`config.mk`:
```
export PLATFORM = sky130hd
export DESIGN_NAME = chopBridgeCtl
export DESIGN_NICKNAME = d
export VERILOG_FILES = /design/src/rtl/chop_pkg.sv /design/src/rtl/chopTimerPath.sv /design/src/rtl/chopCtl.sv /design/src/rtl/chopBridgeCtl.sv
export SDC_FILE = /design/constraint.sdc
export NUM_CORES = 1
export LEC_CHECK = 0
export ABC_AREA = 1
export ABC_CLOCK_PERIOD_IN_PS = 2100
export BUFFER_PORTS_ARGS = -buffer_cell sky130_fd_sc_hd__clkbuf_2
export CAP_MARGIN = 20
export CELL_PAD_IN_SITES_DETAIL_PLACEMENT = 0
export CELL_PAD_IN_SITES_GLOBAL_PLACEMENT = 1
export CORE_ASPECT_RATIO = 0.6
export CORE_MARGIN = 10
export CORE_UTILIZATION = 39
export CTS_CLUSTER_DIAMETER = 200
export DETAILED_ROUTE_END_ITERATION = 7
export GPL_ROUTABILITY_DRIVEN = 0
export PLACE_DENSITY_LB_ADDON = 0.25
export SLEW_MARGIN = 25
export SYNTH_ARGS = -nofsm -noshare
export SYNTH_HDL_FRONTEND = slang
export SYNTH_SLANG_ARGS = --single-unit
export TNS_END_PERCENT = 1
```
`constraint.sdc`:
```
create_clock -name clk -period 2.1 [get_ports clk]
set_clock_uncertainty 0.1 [all_clocks]
set_input_delay 0.42 -clock clk [delete_from_list [all_inputs] [get_ports clk]]
set_output_delay 0.42 -clock clk [all_outputs]
set_load 0.02 [all_outputs]
```
`src/rtl/chop_pkg.sv`:
```
package chop_pkg;
  typedef enum logic [1:0] {
    ST_IDLE = 2'd0,
    ST_DEAD = 2'd1,
    ST_ON   = 2'd2,
    ST_CHOP = 2'd3
  } chopState_t;

  typedef struct packed {
    logic loadDead;
    logic loadOff;
    logic loadBlank;
  } chopStrobe_t;
endpackage

```
`src/rtl/chopTimerPath.sv`:
```
module chopTimerPath
  import chop_pkg::*;
#(
  parameter int CW = 8,
  parameter int SYNC_STAGES = 2
) (
  input  logic          clk,
  input  logic          rstN,
  input  logic          dirIn,
  input  logic          bridgeOffIn,
  input  logic [CW-1:0] offTime,
  input  logic [CW-1:0] blankTime,
  input  logic [CW-1:0] deadTime,
  input  chopStrobe_t   strobe,
  output logic          dirSync,
  output logic          offSync,
  output logic          cntDone,
  output logic          blankBusy
);
  localparam logic [CW-1:0] ONE = CW'(1);

  logic [SYNC_STAGES-1:0] dirPipe;
  logic [SYNC_STAGES-1:0] offPipe;
  logic [CW-1:0] phaseCnt;
  logic [CW-1:0] blankCnt;

  generate
    for (genvar g = 0; g < SYNC_STAGES; g++) begin : gSync
      if (g == 0) begin : gFirst
        always_ff @(posedge clk or negedge rstN) begin
          if (!rstN) begin
            dirPipe[g] <= 1'b0;
            offPipe[g] <= 1'b1;
          end else begin
            dirPipe[g] <= dirIn;
            offPipe[g] <= bridgeOffIn;
          end
        end
      end else begin : gNext
        always_ff @(posedge clk or negedge rstN) begin
          if (!rstN) begin
            dirPipe[g] <= 1'b0;
            offPipe[g] <= 1'b1;
          end else begin
            dirPipe[g] <= dirPipe[g-1];
            offPipe[g] <= offPipe[g-1];
          end
        end
      end
    end
  endgenerate

  assign dirSync = dirPipe[SYNC_STAGES-1];
  assign offSync = offPipe[SYNC_STAGES-1];

  always_ff @(posedge clk or negedge rstN) begin
    if (!rstN) begin
      phaseCnt <= '0;
    end else if (strobe.loadDead) begin
      phaseCnt <= deadTime;
    end else if (strobe.loadOff) begin
      phaseCnt <= offTime;
    end else if (phaseCnt != '0) begin
      phaseCnt <= phaseCnt - ONE;
    end
  end

  always_ff @(posedge clk or negedge rstN) begin
    if (!rstN) begin
      blankCnt <= '0;
    end else if (strobe.loadBlank) begin
      blankCnt <= blankTime;
    end else if (blankCnt != '0) begin
      blankCnt <= blankCnt - ONE;
    end
  end

  assign cntDone   = (phaseCnt == ONE);
  assign blankBusy = (blankCnt != '0);
endmodule

```
`src/rtl/chopCtl.sv`:
```
module chopCtl
  import chop_pkg::*;
(
  input  logic        clk,
  input  logic        rstN,
  input  logic        dirSync,
  input  logic        offSync,
  input  logic        faultIn,
  input  logic        tripIn,
  input  logic        cntDone,
  input  logic        blankBusy,
  output chopStrobe_t strobe,
  output logic        srcA,
  output logic        srcB,
  output logic        snkA,
  output logic        snkB
);
  chopState_t state, stateNext;
  logic curDir, curDirNext;

  always_comb begin
    stateNext  = state;
    curDirNext = curDir;
    strobe     = '0;
    if (faultIn || offSync) begin
      stateNext = ST_IDLE;
    end else begin
      unique case (state)
        ST_IDLE: begin
          stateNext        = ST_ON;
          curDirNext       = dirSync;
          strobe.loadBlank = 1'b1;
        end
        ST_DEAD: begin
          if (cntDone) begin
            stateNext        = ST_ON;
            curDirNext       = dirSync;
            strobe.loadBlank = 1'b1;
          end
        end
        ST_ON: begin
          if (dirSync != curDir) begin
            stateNext       = ST_DEAD;
            strobe.loadDead = 1'b1;
          end else if (!blankBusy && tripIn) begin
            stateNext      = ST_CHOP;
            strobe.loadOff = 1'b1;
          end
        end
        ST_CHOP: begin
          if (dirSync != curDir) begin
            stateNext       = ST_DEAD;
            strobe.loadDead = 1'b1;
          end else if (cntDone) begin
            stateNext        = ST_ON;
            strobe.loadBlank = 1'b1;
          end
        end
        default: stateNext = ST_IDLE;
      endcase
    end
  end

  always_ff @(posedge clk or negedge rstN) begin
    if (!rstN) begin
      state  <= ST_IDLE;
      curDir <= 1'b0;
    end else begin
      state  <= stateNext;
      curDir <= curDirNext;
    end
  end

  logic conducting;
  assign conducting = (state == ST_ON) || (state == ST_CHOP);
  assign srcA = (state == ST_ON) && curDir;
  assign srcB = (state == ST_ON) && !curDir;
  assign snkB = conducting && curDir;
  assign snkA = conducting && !curDir;
endmodule

```
`src/rtl/chopBridgeCtl.sv`:
```
module chopBridgeCtl
  import chop_pkg::*;
#(
  parameter int CW = 8
) (
  input  logic          clk,
  input  logic          rstN,
  input  logic          dirIn,
  input  logic          bridgeOffIn,
  input  logic          tripIn,
  input  logic          faultIn,
  input  logic [CW-1:0] offTime,
  input  logic [CW-1:0] blankTime,
  input  logic [CW-1:0] deadTime,
  output logic          srcA,
  output logic          srcB,
  output logic          snkA,
  output logic          snkB
);
  chopStrobe_t strobe;
  logic dirSync, offSync, cntDone, blankBusy;

  chopTimerPath #(.CW(CW), .SYNC_STAGES(2)) u_path (
    .clk(clk), .rstN(rstN), .dirIn(dirIn), .bridgeOffIn(bridgeOffIn),
    .offTime(offTime), .blankTime(blankTime), .deadTime(deadTime),
    .strobe(strobe), .dirSync(dirSync), .offSync(offSync),
    .cntDone(cntDone), .blankBusy(blankBusy)
  );

  chopCtl u_ctl (
    .clk(clk), .rstN(rstN), .dirSync(dirSync), .offSync(offSync),
    .faultIn(faultIn), .tripIn(tripIn), .cntDone(cntDone),
    .blankBusy(blankBusy), .strobe(strobe),
    .srcA(srcA), .srcB(srcB), .snkA(snkA), .snkB(snkB)
  );
endmodule

```
## After elaboration in Yosys (flattened, before gate mapping)

Index checks and enable logic that the tools add are counted.

- Output and inout port bits: 4
- Register bits: 23
- Input port bits: 30

- Bitwise logic cells: 1
- Add/subtract/negate cells: 2
- Equality and inequality tests: 7
- Mux-type cells: 22
- Reductions and logical operators: 17

Operators by type and width:

| operator | count |
|---|---|
| two-way mux 8 bit | 5 |
| nonzero test 8 bit | 2 |
| subtractor 8 x 1 -> 8 bit (second input constant) | 2 |
| two-way mux 2 bit | 5 |
| equality test 8 x 1 -> 1 bit (second input constant) | 1 |
| two-way mux 1 bit | 8 |
| one-hot mux 2 bit (4 select lines) | 1 |
| logical AND 1 bit | 5 |
| equality test 2 bit (second input constant) | 2 |
| inequality test 4 x 1 -> 1 bit (second input constant) | 1 |
| nonzero test 2 bit | 2 |
| two-way mux 3 bit | 1 |
| one-hot mux 1 bit (3 select lines) | 1 |
| AND reduction 3 bit | 1 |
| nonzero test 3 bit | 1 |
| equality test 2 x 1 -> 1 bit (second input constant) | 1 |
| logical NOT 1 bit | 2 |
| logical NOT 2 bit | 1 |
| logical OR 1 bit | 2 |
| inequality test 2 bit (second input constant) | 1 |
| one-hot mux 1 bit (2 select lines) | 1 |
| OR reduction 2 bit | 1 |
| inequality test 1 bit | 1 |
| NOT 1 bit | 1 |

## Depth between registers and ports, before layout

Gate-level depths: netlist of run 1.

- Depth in word-level cells: 9
- Gate-level depth with buffers: 10

## By module

A second synthesis of run 1 with hierarchy kept.

- Cell total of the unflattened synthesis: 197
- Area, all modules: 1545.2 sq um

Modules (own cells, without submodules):

| module | times used | area each (sq um) | sequential area each (sq um) | cells an instance |
|---|---|---|---|---|
| chopTimerPath | 1 | 1285.0 | 503.0 | 157 |
| chopCtl | 1 | 260.2 | 75.1 | 40 |

## Least setup slack after synthesis of run 1

OpenSTA, ideal clock, no wires.

- Path type: register to register
- From: register u_path.blankCnt[0]
- To: register u_path.phaseCnt[0]
- Slack: 0.558 ns
- Path buffers: 1
- Cell stages (with the launch flop): 11
- Data arrival time: 1.326 ns
- Cell sequence: dfrtp_1 inv_1 ha_1 nand2_1 nor2_2 buf_4 nand4_1 nand2_1 nand2_1 nand2_1 nand2_1

- Cells in the longest elaborated chain, start to end: 9
- Elaborated cells on any way between the ends: 10
- Classes of those cells: mux (6); reduce/logical (4)

Ends and longest elaborated chain:

| element | line | text |
|---|---|---|
| start, declared | chopTimerPath.sv:25 | `logic [CW-1:0] blankCnt;` |
| start signal, assigned | chopTimerPath.sv:72 | `blankCnt <= blankTime;` |
| start signal, assigned | chopTimerPath.sv:74 | `blankCnt <= blankCnt - ONE;` |
| nonzero test 8 bit (*) | chopTimerPath.sv:79 | `assign blankBusy = (blankCnt != '0);` |
| logical NOT 1 bit (*) | chopCtl.sv:45 | `end else if (!blankBusy && tripIn) begin` |
| logical AND 1 bit (*) | chopCtl.sv:45 |  |
| two-way mux 1 bit (*) | chopCtl.sv:45 |  |
| two-way mux 1 bit (*) | chopCtl.sv:42 | `if (dirSync != curDir) begin` |
| two-way mux 1 bit (*) | chopCtl.sv:28 | `unique case (state)` |
| two-way mux 3 bit (*) | chopCtl.sv:25 | `if (faultIn \|\| offSync) begin` |
| two-way mux 8 bit | chopTimerPath.sv:61 | `end else if (strobe.loadOff) begin` |
| two-way mux 8 bit | chopTimerPath.sv:59 | `end else if (strobe.loadDead) begin` |
| end signal, assigned | chopTimerPath.sv:60 | `phaseCnt <= deadTime;` |
| end signal, assigned | chopTimerPath.sv:62 | `phaseCnt <= offTime;` |
| end signal, assigned | chopTimerPath.sv:64 | `phaseCnt <= phaseCnt - ONE;` |
| end, declared | chopTimerPath.sv:24 | `logic [CW-1:0] phaseCnt;` |

Mark *: on every way between the ends. The rest lies on a longest branch, timed or not.
A chain may end at the register's enable or synchronous reset.

## Worst setup path in the final report of run 1

- From: register u_path.blankCnt[0]
- To: register u_path.phaseCnt[4]

The elaborated chain is that of the path after synthesis.

==> out/metrics.csv, run 1 <==
metric,value,unit
reg2regPathDepth,8,
diodes,0,
ctsResizeCount,0,
yosys_warnings,0,
drive_gt1_share,27.2,%
required,2160,ps
clockRootBuffer,clkbuf_8,
peakVddDrop,0.436,mV
cp_data_arrival_time,1830,ps
path_delay_family,simple AND/OR/NAND/NOR gates,
p_leak,1.01,nW
layout_setup_ws,327,ps
vias,1406,
tns,0,ps
synthCells,215,
viasPerCell,4.54,
syn_avg_cell_area,7.57,µm²
tightest_slew,600,ps
rows,18,
die_h,70.0,µm
dieArea,7240,µm²
insertion_delay,270,ps
cts_sinks,23,
drt_pass1_iterations,4,
die_w,103,µm
cts_setup_buffers,0,
grt_max_degree,24,
crit_buf_inv,2,
ys_types,29,
wl_per_cell,12.2,µm
cp-end-kind,flop,
n_fill_cell,425,
start_kind,flop,
rsz0062_at_grt,false,
setup_viol,0,
fin_crit_sh,84.4,%
antenna_found_initial,0,
cellPowerDensity,1060,nW/µm²
cts_made_buffers,3,
ys_ff_latch,23,
maxCapViolations,0,
path_cells,inv_1 > ha_1 > nand2_1 > nor2_2 > buf_4 > nand4_1 > nand2_1 > a21oi_2,
routed_wl,3790,µm
crit_type,reg2reg,
dpl_worst_slack,354,ps
crit_path_top_delay_cell,dfrtp_1,
synth_nets,249,
worstHoldPathType,in2async,
grt_pass1_wl,6530,µm
first_global_vias,1351,
start_util,39.9,%
nets,285,
slowest_delay,400,ps
io_pins,34,
drtAntennaViolNets,0,
clkSlewWorstSetupHoldPaths,90,ps
r2r_slack,330,ps
hpwl,3030,µm
cp_max_fo,7,
grtUsageTotal,11.3,%
clockBufferDepth,2,
drv_slew,0,
fin_crit,1770,ps
layout_commonest_cell,nand2_1,
r2r-end,u_path.phaseCnt[4],
port_buffers,33,
grt_remaining_overflow,0,
cts_hold_buf,0,
drtIter0Drc,54,
cts_tree,done,
status,finished clean,
r2r_start,u_path.blankCnt[0],
synth_area,1630,µm²
yosysSeqAreaShare,35.5,%
slew-limit-headroom,60.0,%
core,4080,µm²
fmax,0.564,GHz
area_growth,16.6,%
crit_top_cell,nand2_1,
finalHoldViolations,0,
route.detailed.drc,0,
h-tree-depth,1,
final_cell_mix,"nand2_1 (63), clkbuf_2 (33), inv_1 (23)",
## cells by family after synthesis
| kind of cell | share of synthesized area [%] |
|---|---|
| flip-flops | 35.5 |
| AND/OR/NAND/NOR | 40.7 |
| AO/OA/AOI/OAI | 6.61 |
| buffers and inverters | 8.15 |
| XOR/XNOR | 5.92 |
| adder cells (fa/ha/maj) | 3.07 |
## worst reg2reg max path, delay by kind of cell, from the launching register on
| family | cells | cell delay (ps) |
|---|---|---|
| simple gates | 4 | 610 |
| flops | 1 | 400 |
| buf+inv | 2 | 290 |
| fa+ha+maj | 1 | 230 |
| compound gates | 1 | 50 |
## report_power, final
group / switching [W] / total (W) / internal, W / leakage [nW]
clock: 0.000152 / 0.000285 / 0.000133 / 0.0255
sequential: 0.000180 / 0.000795 / 0.000615 / 0.271
combinational: 0.000538 / 0.000924 / 0.000386 / 0.711
total: 0.000870 / 0.00200 / 0.00113 / 1.01
## per-layer routing
| metal | GRT usage, % | up-vias | share of wire (%) | wire [µm] |
|---|---|---|---|---|
| li1 | - | 750 | - | - |
| met1 | 17.9 | 619 | 57 | 2160 |
| met2 | 13.9 | 35 | 36 | 1360 |
| met3 | 3.83 | 2 | 6.8 | 258 |
| met4 | 2.00 | 0 | 0.34 | 13 |
| met5 | 0 | - | 0 | 0 |
## registers in the layout, indices dropped and copies added (netlist names)
name,cells
u_path.offSync,1
u_path.blankCnt,8
u_path.dirPipe,1
u_path.dirSync,1
u_ctl.curDir,1
u_path.offPipe,1
u_ctl.state,2
u_path.phaseCnt,8
## how the worst max path moves through the flow
stage	from	to	slack [ps]	depth (start not counted)
final	u_path.blankCnt[0]	u_path.phaseCnt[4]	330	8
after global routing	u_path.blankCnt[0]	u_path.phaseCnt[0]	120	10
after CTS	u_ctl.state[1]	srcB	330	5
after detailed placement	u_path.blankCnt[0]	u_path.phaseCnt[4]	350	8
after global placement	u_path.blankCnt[0]	u_path.phaseCnt[4]	400	8
after floorplan	u_path.blankCnt[0]	u_path.phaseCnt[0]	560	10
## Yosys cell counts, drive strengths merged
cell / count / area share, %
o21bai: 1 / 0.46
dfstp: 2 / 3.2
ha: 4 / 3.1
inv: 29 / 6.7
o21ai: 6 / 1.8
buf: 3 / 1.5
nor2: 29 / 11
or2: 6 / 2.3
xnor2: 4 / 2.2
nor3: 1 / 0.31
xor2: 7 / 3.8
nand4: 8 / 3.1
nand2: 67 / 17
dfrtp: 21 / 32
nand3: 16 / 7.5
a21oi: 11 / 4.3
## per-stage QoR
stage               cells  util, %  instance area [µm²]  hold slack [ps]  power, W
floorplan             215        -                 1630             24.4   0.00148
global placement      306     45.4                 1850              238   0.00172
detailed placement    306     45.4                 1850              240   0.00172
CTS                   310     46.6                 1900             54.0   0.00202
global route          310     46.6                 1900             76.6   0.00221
finish                310     46.6                 1900             40.6   0.00200
## final cells by class
cell class	instances	area, µm²	area share (%)
multi-input combinational	160	917	48.3
sequential	23	578	30.5
inverter	29	109	5.73
timing repair buffer	34	173	9.10
clock inverter	1	5.00	0.264
clock buffer	3	41.3	2.18
tap	60	75.1	3.96
(Power assumes the default switching activity.)
==> run 2: changes to the inputs <==
--- a/config.mk
+++ b/config.mk
@@ -6,14 +6,14 @@
 export NUM_CORES = 1
 export LEC_CHECK = 0
 export ABC_AREA = 1
-export ABC_CLOCK_PERIOD_IN_PS = 2100
+export ABC_CLOCK_PERIOD_IN_PS = 1450
 export BUFFER_PORTS_ARGS = -buffer_cell sky130_fd_sc_hd__clkbuf_2
 export CAP_MARGIN = 20
 export CELL_PAD_IN_SITES_DETAIL_PLACEMENT = 0
 export CELL_PAD_IN_SITES_GLOBAL_PLACEMENT = 1
 export CORE_ASPECT_RATIO = 0.6
 export CORE_MARGIN = 10
-export CORE_UTILIZATION = 39
+export CORE_UTILIZATION = 35
 export CTS_CLUSTER_DIAMETER = 200
 export DETAILED_ROUTE_END_ITERATION = 7
 export GPL_ROUTABILITY_DRIVEN = 0
==> constraint.sdc (replaced) <==
create_clock -name clk -period 1.45 [get_ports clk]
set_clock_uncertainty 0.1 [all_clocks]
set_input_delay 0.29 -clock clk [delete_from_list [all_inputs] [get_ports clk]]
set_output_delay 0.29 -clock clk [all_outputs]
set_load 0.02 [all_outputs]
==> out/metrics.csv, run 2 (synthesis gave the netlist of run 1 again) <==
metric,value,unit,change
seqPwrFrac,30.7,%,-9.0 points
p_comb_share,57.8,%,+12 points
port_buffers,33,,unchanged
clockRootBuffer,clkbuf_8,,
viasPerCell,4.34,,-4.3%
status,finished with violations,,
crit_type,reg2reg,,
start_util,35.9,%,-4.1 points
violations,setup timing,,
grtUsageTotal,10.7,%,-0.61 points
post-route-util,51.4,%,+4.9 points
drtAntennaViolNets,0,,unchanged
p_switching,0.00146,W,+68%
grt_remaining_overflow,0,,unchanged
rsz0062_at_grt,true,,
wl_per_cell,12.0,µm,-1.8%
slew-limit-headroom,58.5,%,-1.5 points
peakVddDrop,0.629,mV,+44%
fin_crit,1520,ps,-257 ps
dp.cells,339,,+11%
finalHoldViolations,0,,unchanged
dieArea,7870,µm²,+8.6%
die_w,108,µm,+4.5%
p_leak,1.20,nW,+19%
crit_cells,8,,unchanged
grt_max_degree,24,,unchanged
h-tree-depth,1,,unchanged
routed_wl,4170,µm,+10%
cts_made_buffers,3,,unchanged
p_clk_share,11.6,%,-2.6 points
min_path_cells,1,,
crit_buf_inv,1,,-1
drive_gt1_share,44.7,%,+18 points
start_kind,flop,,
hpwl,3370,µm,+11%
drv_slew,0,,unchanged
reg2regPathDepth,8,,unchanged
diodes,0,,unchanged
switching_share,41.1,%,-2.3 points
io_pins,34,,unchanged
slowest_delay,400,ps,about the same
clkSlewWorstSetupHoldPaths,90,ps,about the same
vias,1506,,+7.1%
final_cells,347,,+12%
worstHoldPathType,in2reg,,
path_delay_family,simple AND/OR/NAND/NOR gates,,
antenna_found_initial,0,,unchanged
drtIter0Drc,68,,+26%
route.detailed.drc,0,,unchanged
nets,319,,+12%
die_h,72.8,µm,+4.0%
cp_data_arrival_time,1620,ps,-210 ps
grt_pass1_wl,6850,µm,+4.9%
reg_top3,"u_path.blankCnt (8), u_path.phaseCnt (8), u_ctl.state (2)",,
cellPowerDensity,1520,nW/µm²,+44%
required,1550,ps,-610 ps
p_int,0.00210,W,+85%
clockBufferDepth,2,,unchanged
maxCapViolations,0,,unchanged
final_cell_mix,"nand2_1 (58), buf_4 (31), clkbuf_2 (29)",,
core,4540,µm²,+11%
fin_crit_sh,105,%,+20 points
layout_commonest_cell,nand2_1,,
crit_top_cell,nand2_1,,
crit_path_top_delay_cell,dfrtp_1,,
rows,19,,+1
cp-end-kind,flop,,
drt_pass1_iterations,4,,unchanged
area_growth,43.5,%,
path_cells,inv_2 > ha_4 > nand2_2 > nor2_4 > nand3_4 > nand2_1 > nand2_1 > a21oi_2,,
first_global_vias,1441,,+6.7%
tightest_slew,622,ps,+22.4 ps
fmax,0.660,GHz,+17%
cts_sinks,23,,unchanged
holdWs,21.5,ps,-19.1 ps
insertion_delay,270,ps,about the same
cts_tree,done,,
layout_setup_ws,-65.9,ps,-393 ps
tns,-510,ps,-510 ps
setup_viol,14,,+14
cp_max_fo,10,,+3
## run 2: changes by cell type in the layout (fill, tap and decap cells not counted), moves of 3 or more
cell      change
buf_4        +30
nor2_1        -8
nor2_4        +6
buf_6         +5
inv_1         -5
nand2_1       -5
clkbuf_2      -4
nand2_2       +4
inv_2         +3
## run 2: power groups by stage
stage	clock (W)	sequential, W	combinational, W
finish	0.000412	0.00109	0.00206
detailed placement	0	0.00107	0.00188
global route	0.000451	0.00112	0.00233
CTS	0.000428	0.00109	0.00198
global placement	0	0.00107	0.00190
floorplan	0	0.00108	0.00111
## run 2: metrics by stage
stage	setup slack (ps)	power (W)	cell area (µm²)
after floorplan	5.38	0.00219	1650
after global placement	-128	0.00296	2120
after detailed placement	-101	0.00295	2120
after CTS	-115	0.00350	2260
after global routing	-182	0.00390	2340
final	-65.9	0.00356	2340
## run 2: metal layers
layer | vias up | GRT usage (%) | routed length (µm)
li1 | 811 | - | -
met1 | 653 | 16.4 | 2290
met2 | 40 | 13.9 | 1580
met3 | 2 | 3.09 | 275
met4 | 0 | 2.21 | 29
met5 | - | 0 | 0
## run 2: area by class of cell
class / instances / area [µm²]
clock buffer: 3 / 41.3
fill: 453 / 2200
tap: 63 / 78.8
inverter: 29 / 116
clock inverter: 1 / 5.00
sequential: 23 / 579
multi-input combinational: 160 / 1040
timing repair buffer: 68 / 474
## run 2: worst paths after layout
check	slack [ps]	end	start
setup / recovery	-70	u_path.phaseCnt[5]	u_path.blankCnt[0]
hold / removal	20	u_path.dirPipe[0]	dirIn
setup reg to reg	-70	u_path.phaseCnt[5]	u_path.blankCnt[0]
hold reg to reg	250	u_path.dirSync	u_path.dirPipe[0]
max in group asynchronous	350	u_ctl.curDir	rstN
min in group asynchronous	470	u_path.blankCnt[7]	rstN
## run 2: what timing repair did
item,in CTS,in global routing
endpoints found under the hold margin,22,0
hold buffers,2,0
pin swaps,4,4
resized for setup,20,28
gates cloned,0,0
buffers inserted,2,0
endpoints found under the setup margin,21,23
## run 2: worst register-to-register path: stages (launching register included)
cell,delay (ps)
dfrtp_1,400
inv_2,90
ha_4,150
nand2_2,60
nor2_4,190
nand3_4,170
nand2_1,100
nand2_1,80
a21oi_2,110
